===== config.mk =====
export PLATFORM = sky130hd
export DESIGN_NAME = pw_redeliver_ctrl
export DESIGN_NICKNAME = d
export VERILOG_FILES = /design/src/rtl/pwr_pkg.sv /design/src/rtl/pwr_attempt_ctr.sv /design/src/rtl/pwr_addr_track.sv /design/src/rtl/pwr_err_gate.sv /design/src/rtl/pw_redeliver_ctrl.sv
export SDC_FILE = /design/constraint.sdc
export NUM_CORES = 1
export LEC_CHECK = 0
export ABC_AREA = 1
export BUFFER_PORTS_ARGS = -buffer_cell sky130_fd_sc_hd__buf_2
export CAP_MARGIN = 20
export CORE_AREA = 10 10 155 157
export CTS_CLUSTER_SIZE = 20
export DETAILED_ROUTE_END_ITERATION = 6
export DIE_AREA = 0 0 165 167
export SYNTH_ARGS = -nofsm -noshare
export SYNTH_HDL_FRONTEND = slang
export SYNTH_HIERARCHICAL = 1
export SYNTH_SLANG_ARGS = --single-unit

===== constraint.sdc =====
create_clock -name clk -period 3.3 [get_ports clk]
set_input_delay 0.495 -clock clk [delete_from_list [all_inputs] [get_ports clk]]
set_output_delay 0.495 -clock clk [all_outputs]
set_load 0.01 [all_outputs]

===== src/rtl/pwr_pkg.sv =====
// Shared encodings for the posted write redelivery controller.
package pwr_pkg;
    typedef enum logic [1:0] {
        TERM_NORMAL = 2'd0,
        TERM_RETRY  = 2'd1,
        TERM_DISC   = 2'd2,
        TERM_ABORT  = 2'd3
    } term_e;

    localparam logic [1:0] CMD_MW  = 2'b01;
    localparam logic [1:0] CMD_MWI = 2'b11;
endpackage


===== src/rtl/pwr_attempt_ctr.sv =====
// Counts failed delivery attempts of the current posted write.
// Assumes clear and bump are never both set; 'last' flags that the next
// failure reaches LIMIT attempts. LIMIT must be at least 2.
module pwr_attempt_ctr #(
    parameter int LIMIT = 1 << 24
) (
    input  logic clk,
    input  logic rst_n,
    input  logic clear,
    input  logic bump,
    output logic last
);
    localparam int CTRW = (LIMIT > 2) ? $clog2(LIMIT) : 1;
    localparam logic [CTRW-1:0] LAST_VAL = CTRW'(LIMIT - 1);

    logic [CTRW-1:0] cnt_q;

    // Count failed attempts; restart on load.
    always_ff @(posedge clk) begin
        if (!rst_n || clear) cnt_q <= '0;
        else if (bump && !last) cnt_q <= cnt_q + 1'b1;
    end

    assign last = (cnt_q == LAST_VAL);
endmodule


===== src/rtl/pwr_addr_track.sv =====
// Holds the start address, command and remaining length of the pending write.
// On advance, moves past the accepted DWORDs (assumed already clipped) and
// downgrades an invalidate command after a partial delivery.
module pwr_addr_track
    import pwr_pkg::*;
#(
    parameter int AW = 32,
    parameter int CW = 16
) (
    input  logic          clk,
    input  logic          rst_n,
    input  logic          load,
    input  logic [AW-1:0] load_addr,
    input  logic [1:0]    load_cmd,
    input  logic [CW-1:0] load_dwords,
    input  logic          advance,
    input  logic [CW-1:0] adv_dwords,
    output logic [AW-1:0] addr,
    output logic [1:0]    cmd,
    output logic [CW-1:0] left
);
    logic partial;

    assign partial = (adv_dwords != '0) && (adv_dwords < left);

    // Track the restart point of the pending write.
    always_ff @(posedge clk) begin
        if (!rst_n) begin
            addr <= '0;
            cmd  <= CMD_MW;
            left <= '0;
        end else if (load) begin
            addr <= load_addr;
            cmd  <= load_cmd;
            left <= load_dwords;
        end else if (advance) begin
            addr <= addr + (AW'(adv_dwords) << 2);
            left <= left - adv_dwords;
            if (partial && cmd == CMD_MWI) cmd <= CMD_MW;
        end
    end
endmodule


===== src/rtl/pwr_err_gate.sv =====
// Decides which status and error pulses follow from an ending write.
// Purely combinational; the top registers the results.
module pwr_err_gate (
    input  logic abort_ev,
    input  logic limit_ev,
    input  logic serr_en,
    input  logic nodeliv_dis,
    output logic rx_tabort,
    output logic serr
);
    // Abort reports when enabled; give-up also honours the non-delivery disable.
    always_comb begin
        rx_tabort = abort_ev;
        serr      = (abort_ev && serr_en) || (limit_ev && serr_en && !nodeliv_dis);
    end
endmodule


===== src/rtl/pw_redeliver_ctrl.sv =====
// Posted write redelivery controller: one pending write, per-attempt
// termination handling, attempt limit and error escalation.
// Assumes att_done is a one-cycle pulse per attempt and that att_dwords is
// zero on a retry (it is ignored then).
module pw_redeliver_ctrl
    import pwr_pkg::*;
#(
    parameter int AW            = 32,
    parameter int CW            = 16,
    parameter int ATTEMPT_LIMIT = 1 << 24
) (
    input  logic          clk,
    input  logic          rst_n,
    input  logic          load_valid,
    input  logic [AW-1:0] load_addr,
    input  logic [1:0]    load_cmd,
    input  logic [CW-1:0] load_dwords,
    input  logic          att_done,
    input  logic [1:0]    att_term,
    input  logic [CW-1:0] att_dwords,
    input  logic          cfg_serr_en,
    input  logic          cfg_nodeliv_dis,
    output logic          busy,
    output logic [AW-1:0] nxt_addr,
    output logic [1:0]    nxt_cmd,
    output logic [CW-1:0] nxt_left,
    output logic          drop_pulse,
    output logic          rx_tabort_set,
    output logic          sig_serr_set,
    output logic          serr_req
);
    term_e         term;
    logic          load_ok, att, is_abort, moved, finishing, failed, give_up, end_xfer;
    logic [CW-1:0] acc_clip;
    logic          ctr_last, g_rx, g_serr;

    assign term = term_e'(att_term);

    // Decode the current attempt outcome.
    always_comb begin
        load_ok   = !busy && load_valid && (load_dwords != '0);
        att       = busy && att_done;
        is_abort  = att && (term == TERM_ABORT);
        moved     = att && (term == TERM_NORMAL || term == TERM_DISC);
        acc_clip  = (att_dwords > nxt_left) ? nxt_left : att_dwords;
        finishing = moved && (acc_clip == nxt_left);
        failed    = att && !is_abort && !finishing;
        give_up   = failed && ctr_last;
        end_xfer  = is_abort || finishing || give_up;
    end

    pwr_attempt_ctr #(.LIMIT(ATTEMPT_LIMIT)) u_ctr (
        .clk   (clk),
        .rst_n (rst_n),
        .clear (load_ok),
        .bump  (failed),
        .last  (ctr_last)
    );

    pwr_addr_track #(.AW(AW), .CW(CW)) u_trk (
        .clk         (clk),
        .rst_n       (rst_n),
        .load        (load_ok),
        .load_addr   (load_addr),
        .load_cmd    (load_cmd),
        .load_dwords (load_dwords),
        .advance     (moved),
        .adv_dwords  (acc_clip),
        .addr        (nxt_addr),
        .cmd         (nxt_cmd),
        .left        (nxt_left)
    );

    pwr_err_gate u_gate (
        .abort_ev    (is_abort),
        .limit_ev    (give_up),
        .serr_en     (cfg_serr_en),
        .nodeliv_dis (cfg_nodeliv_dis),
        .rx_tabort   (g_rx),
        .serr        (g_serr)
    );

    // Pending flag and registered one-cycle pulses.
    always_ff @(posedge clk) begin
        if (!rst_n) begin
            busy          <= 1'b0;
            drop_pulse    <= 1'b0;
            rx_tabort_set <= 1'b0;
            sig_serr_set  <= 1'b0;
            serr_req      <= 1'b0;
        end else begin
            if (load_ok) busy <= 1'b1;
            else if (end_xfer) busy <= 1'b0;
            drop_pulse    <= end_xfer;
            rx_tabort_set <= g_rx;
            sig_serr_set  <= g_serr;
            serr_req      <= g_serr;
        end
    end
endmodule



== Word level (Yosys, flattened, before mapping) ==
Index checks and enable logic that the tools add are counted.
Word-level totals
  logic and storage cells: 61
  register bits: 78
Operators by class
  magnitude comparators: 2
  multiplexer cells: 10
  reductions and logical operators: 33
  add/sub/neg operators: 3
  equality and inequality tests: 5
Operator list (count)
  32-bit 2-to-1 mux: 2
  16-bit 2-to-1 mux: 3
  32-bit by 18-bit adder with 32-bit output: 1
  16-bit nonzero test: 2
  24-bit by 1-bit adder with 24-bit output, second input constant: 1
  24-bit equality test, second input constant: 1
  16-bit equality test: 1
  16-bit greater-than comparator: 1
  16-bit less-than comparator: 1
  16-bit subtractor: 1
  1-bit logical AND: 15
  2-bit equality test, second input constant: 3
  1-bit logical NOT: 6
  2-bit 2-to-1 mux: 3
  2-bit nonzero test: 3
  1-bit logical OR: 5
  2-bit logical NOT: 1
  1-bit 2-to-1 mux: 2
  2-bit AND reduction: 1

== Depth between registers and ports, before layout ==
  depth in word-level cells: 10
  gate-level depth with buffers: 30
  gate-level depth less buffers: 28

== Hierarchy ==
The synthesis kept the hierarchy.
Modules (own cells, without submodules)
  pwr_addr_track: instances 1, area an instance 4508.1 um2, seq. area each 1001.0 um2, cells an instance 748
  pwr_attempt_ctr: instances 1, area an instance 1487.7 um2, seq. area each 480.5 um2, cells an instance 230
  pw_redeliver_ctrl: instances 1, area an instance 1193.6 um2, seq. area each 80.1 um2, cells an instance 209
  pwr_err_gate: instances 1, area an instance 23.8 um2, seq. area each 0.0 um2, cells an instance 5

== Least setup slack after synthesis ==
OpenSTA, ideal clock, no wires.
  path type: reg2reg
  from: register u_trk.left[15]
  to: register u_trk.left[11]
  data required time: 3.230 ns
  stages on the path, launching flop included: 23
  setup slack: -0.042 ns
  setup time: 0.070 ns
  period minus slack after synthesis: 3.342 ns
  buffers on the path: 2
  arrival: 3.273 ns
  path through: dfxtp_1 -> inv_1 -> ha_1 -> nand2_1 -> nor3_2 -> nand2_1 -> nand2_2 -> nand2_4 -> buf_6 -> clkbuf_1 -> o21ai_0 -> inv_1 -> ha_1 -> nand2_1 -> o21ai_2 -> nand2_1 -> nand2_1 -> nand2_1 -> nand2_1 -> nor2_1 -> nor2_1 -> nand2_1 -> a21oi_1
On the way
  cells in the longest elaborated chain, start to end: 5
Ends and longest elaborated chain
  from (decl): RTL line pwr_addr_track.sv:20  | output logic [CW-1:0] left
  from (signal assigned): RTL line pwr_addr_track.sv:35  | left <= load_dwords;
  from (signal assigned): RTL line pwr_addr_track.sv:38  | left <= left - adv_dwords;
  16-bit greater-than comparator: RTL line pw_redeliver_ctrl.sv:45  | acc_clip = (att_dwords > nxt_left) ? nxt_left : att_dwords;
  16-bit 2-to-1 mux: RTL line pw_redeliver_ctrl.sv:45
  net acc_clip[1]: RTL line pw_redeliver_ctrl.sv:34  | logic [CW-1:0] acc_clip;
  16-bit subtractor: RTL line pwr_addr_track.sv:38
  16-bit 2-to-1 mux: RTL line pwr_addr_track.sv:36  | end else if (advance) begin
  16-bit 2-to-1 mux: RTL line pwr_addr_track.sv:32  | end else if (load) begin
The timed path passes the listed nets, and every way through them passes these cells. The select of a mux whose other input is x is not followed.
A chain may end at the register's enable or synchronous reset.

== Worst setup path after layout ==
  from: register u_trk.left[11]
  to: register u_trk.left[11]
The elaborated chain is that of the path after synthesis.

==> results by group <==
Setup path
  • Crit-path max FO: 7
  • Critical Path End: u_trk/left[11]$_SDFFE_PN0N_
  • CP delay by family, top: simple AND/OR/NAND/NOR gates
  • CP Launch Type: register
  • Critical Path Max Stage Delay: 0.35 ns
  • Reg-to-reg startpoint: u_trk/left[11]$_SDFFE_PN0N_
  • Crit path cell chain: inv_2 > ha_4 > nand4_1 > nor3_2 > nand3_2 > nand2_4 > buf_6 > nand2_1 > o21ai_4 > inv_1 > ha_4 > a21oi_1 > nor2_1 > nor2_1 > nand2_1 > nand2_1 > nand2_1 > nor2_1 > nor2_1 > nand2_1 > a21oi_1
  • RR Endpoint: u_trk/left[11]$_SDFFE_PN0N_
  • WP depth: 21
  • Critical Path AT: 3.47 ns
  • WS Path Type: register to register
  • R2r setup slk: 0.05 ns
  • Worst R2R Path Depth: 21
  • CP Buf/Inv Count: 3
  • Worst Setup SP: u_trk/left[11]$_SDFFE_PN0N_
  • Most Frequent Cell on Critical Path: nand2_1
  • CP Data Required Time: 3.53 ns
  • Worst Setup End Kind: register
  • Max stage delay cell, worst path: dfxtp_2

CTS
  • Clock Sink Count: 78
  • CTS clk-pin slew, worst paths: 0.07 ns
  • Root buf cell: clkbuf_16
  • CTS max path bufs: 2
  • CTS buffer count: 9
  • CTS tree: built
  • Worst-Skew Late Latency: 0.36 ns
  • H-tree levels: 3

Finish
  • Layout net count: 1594
  • Most frequent cells in the layout: nand2_1, buf_4, inv_1, buf_2, nor2_1
  • Finished Layout Cells: 1749
  • Fillcell total: 2103
  • Fraction of layout cells with a size suffix above 1: 0.374
  • Synth-to-Final Area Change: 47.9%
  • Number of diodes: 0
  • Util after Layout: 0.512
  • Most common cell after layout, fill and taps aside: nand2_1

Logic synthesis
  • Post-Syn Instances: 1192
  • Register area share after synthesis: 0.216
  • Post-Synth Adder-Cell Area: 0.0905
  • Post-Synth Simple-Gate Area: 0.410
  • YS warnings: 6
  • Syn avg cell area: 6.05 sq um
  • Number of synthesized flops with an enable pin: 0
  • Post-synthesis xor/xnor area fraction: 0.0158
  • Seq cells post-synth: 78
  • Yosys cell types: 48
  • Post-Synthesis Cell Area: 7210 sq um
  • Post-synth net total: 1317
  • Largest family of logic cells by synthesized area: simple AND/OR/NAND/NOR gates
  • Compound-Gate Fraction of Synth Area: 0.146
  • Multiplexer share of the synthesized area: 0
  • Ys async rst share: 0
  • Most common flop cell mapped by yosys: dfxtp_1

Die
  • IO Pins: 129
  • Initial Util: 0.346
  • Core ar.: 20800 sq um
  • Std-Cell Rows: 53
  • Die height: 167 microns
  • Die area: 27600 sq um
  • Chip Width: 165 microns

Drt
  • Total Wirelength: 28100 microns
  • Avg WL per Cell: 16.1 microns
  • Total iterations of the first detailed-routing run: 7
  • DR iter-0 viols: 505
  • DRC viols: 0
  • Via count: 8681
  • Post-route ant nets: 0
  • Vias per cell: 4.96

Flow run
  • Max Cap Viol: 0

Pwr
  • PD cells: 367 nW/um^2
  • Peak VDD IR: 0.266 mV
  • Leakage dissipation: 5.06 nW

STA
  • Fmax: 308 MHz
  • Unrepaired setup endpoints after global routing: yes
  • Final Cycle Share: 0.983
  • Clk_skew: 0.0102 ns
  • Setup violators final: 0
  • Crit path time final: 3.25 ns
  • Relative max-transition margin: 0.648
  • Final hold vios: 0
  • Slew @ Worst Pin: 0.524 ns
  • Final slew viol count: 0

Global routing
  • Antenna violations before repair: 0
  • Gr usage total: 0.190
  • First-pass GRT wire length: 42700 microns
  • Largest net degree at the start of global routing: 30
  • GRT Residual Overflow: 0
  • Vias in the first global route: 8135

Outcome
  • Outcome: complete, no violations

Placed design
  • Port Buffers: 128
  • HPWL after DPL: 21400 microns
  • Final Wtd Congestion: 0.922
  • Placed Instances: 1721

Min path
  • Tightest Hold Check Type: primary input to register
## metal layers
metal  global-route usage  wire (microns)  vias up
met3               0.0333            1440       44
met5                    0               0        -
li1                     -               -     4441
met4               0.0535             626        0
met2                0.306           13100      206
met1                0.253           12900     3990
## cell type report
cell class	count	area (sq um)	area share
clock buffer	10	229	0.0215
clock inverter	6	46.3	0.00434
inverter	169	639	0.0599
multi-input combinational	914	5850	0.548
sequential	78	1570	0.147
tap	275	344	0.0323
timing repair buffer	297	1990	0.187
## stage by stage
stage	setup slack (ns)	hold slack [ns]	power (mW)	cell area, sq um	setup TNS (ns)
6_report	0.0546	0.357	3.92	10700	0
5_1_grt	-0.136	0.362	4.15	10700	-1.96
4_1_cts	-0.00574	0.348	3.59	9560	-0.00574
3_5_place_dp	-0.421	0.491	2.54	9160	-10.44
3_3_place_gp	-0.356	0.489	2.53	9160	-8.99
2_1_floorplan	0.0283	0.478	1.86	7210	0
## sequential cells by signal, summed over array words and instances (netlist names)
name,cells
u_trk/left,16
u_trk/addr,32
serr_req,1
drop_pulse,1
u_trk/cmd,2
busy,1
rx_tabort_set,1
u_ctr/cnt_q,24
## worst register-to-register path, stage by stage, from the launching register on
cell and delay (ns):
dfxtp_2 0.35, inv_2 0.06, ha_4 0.27, nand4_1 0.15
nor3_2 0.24, nand3_2 0.14, nand2_4 0.17, buf_6 0.15
nand2_1 0.09, o21ai_4 0.10, inv_1 0.13, ha_4 0.26
a21oi_1 0.24, nor2_1 0.07, nor2_1 0.13, nand2_1 0.12
nand2_1 0.08, nand2_1 0.06, nor2_1 0.10, nor2_1 0.05
nand2_1 0.09, a21oi_1 0.07
## cells by family (layout without fill, tap and decap cells)
family,count (synthesis),after routing
and+or+nand+nor,669,670
buffers and inverters,201,482
AOI/OAI and AO/OA,180,180
DFF,78,78
adders and majority gates,51,51
xor gates and xnor gates,13,13
## cell usage after synthesis, types with 5 or more instances
| cell type | n | area [sq um] |
|---|---|---|
| nor2_1 | 125 | 469 |
| a21oi_1 | 84 | 420 |
| xor2_1 | 10 | 87.6 |
| nand3b_1 | 18 | 135 |
| a31oi_1 | 10 | 62.6 |
| buf_2 | 6 | 30.0 |
| dfxtp_1 | 78 | 1560 |
| nand3_1 | 108 | 541 |
| nor3_1 | 14 | 70.1 |
| nand2_1 | 348 | 1310 |
| nor2_2 | 6 | 37.5 |
| a22oi_1 | 31 | 233 |
| nand2_2 | 6 | 37.5 |
| nor4_1 | 5 | 31.3 |
| buf_6 | 7 | 78.8 |
| o21bai_1 | 7 | 52.6 |
| ha_1 | 49 | 613 |
| o21ai_0 | 36 | 180 |
| clkbuf_1 | 10 | 37.5 |
| nor2_4 | 7 | 78.8 |
| nand4_1 | 19 | 119 |
| inv_1 | 166 | 623 |
## how the worst min path moves through the flow
stage | from | end | slack (ns) | depth (start not counted)
after CTS | load_addr[1] | u_trk/addr[1]$_SDFFE_PN0P_ | 0.35 | 3
after detailed placement | u_trk/addr[1]$_SDFFE_PN0P_ | u_trk/addr[1]$_SDFFE_PN0P_ | 0.49 | 2
final | load_addr[1] | u_trk/addr[1]$_SDFFE_PN0P_ | 0.36 | 3
after global placement | u_trk/addr[8]$_SDFFE_PN0N_ | u_trk/addr[8]$_SDFFE_PN0N_ | 0.49 | 2
after floorplan | u_ctr/cnt_q[1]$_SDFFE_PP0P_ | u_ctr/cnt_q[1]$_SDFFE_PP0P_ | 0.48 | 2
after global routing | load_addr[1] | u_trk/addr[1]$_SDFFE_PN0P_ | 0.36 | 3
## repair_timing
| item | CTS | global route |
|---|---|---|
| hold endpoints to repair | 0 | 0 |
| pin swaps | 4 | 71 |
| gates cloned | 0 | 3 |
| hold buffers | 0 | 0 |
| gates resized for setup | 29 | 248 |
| setup buffers | 1 | 11 |
| endpoints found under the setup margin | 40 | 63 |
## power by group
part           leakage [nW]  internal [mW]  switching, mW  total, mW
clock                 0.129          0.515          0.481      0.997
combinational          4.29          0.868           1.01       1.88
sequential            0.639          0.989         0.0515       1.04
total                  5.06           2.37           1.55       3.92
Note: power is estimated with default switching activity, not from simulation.
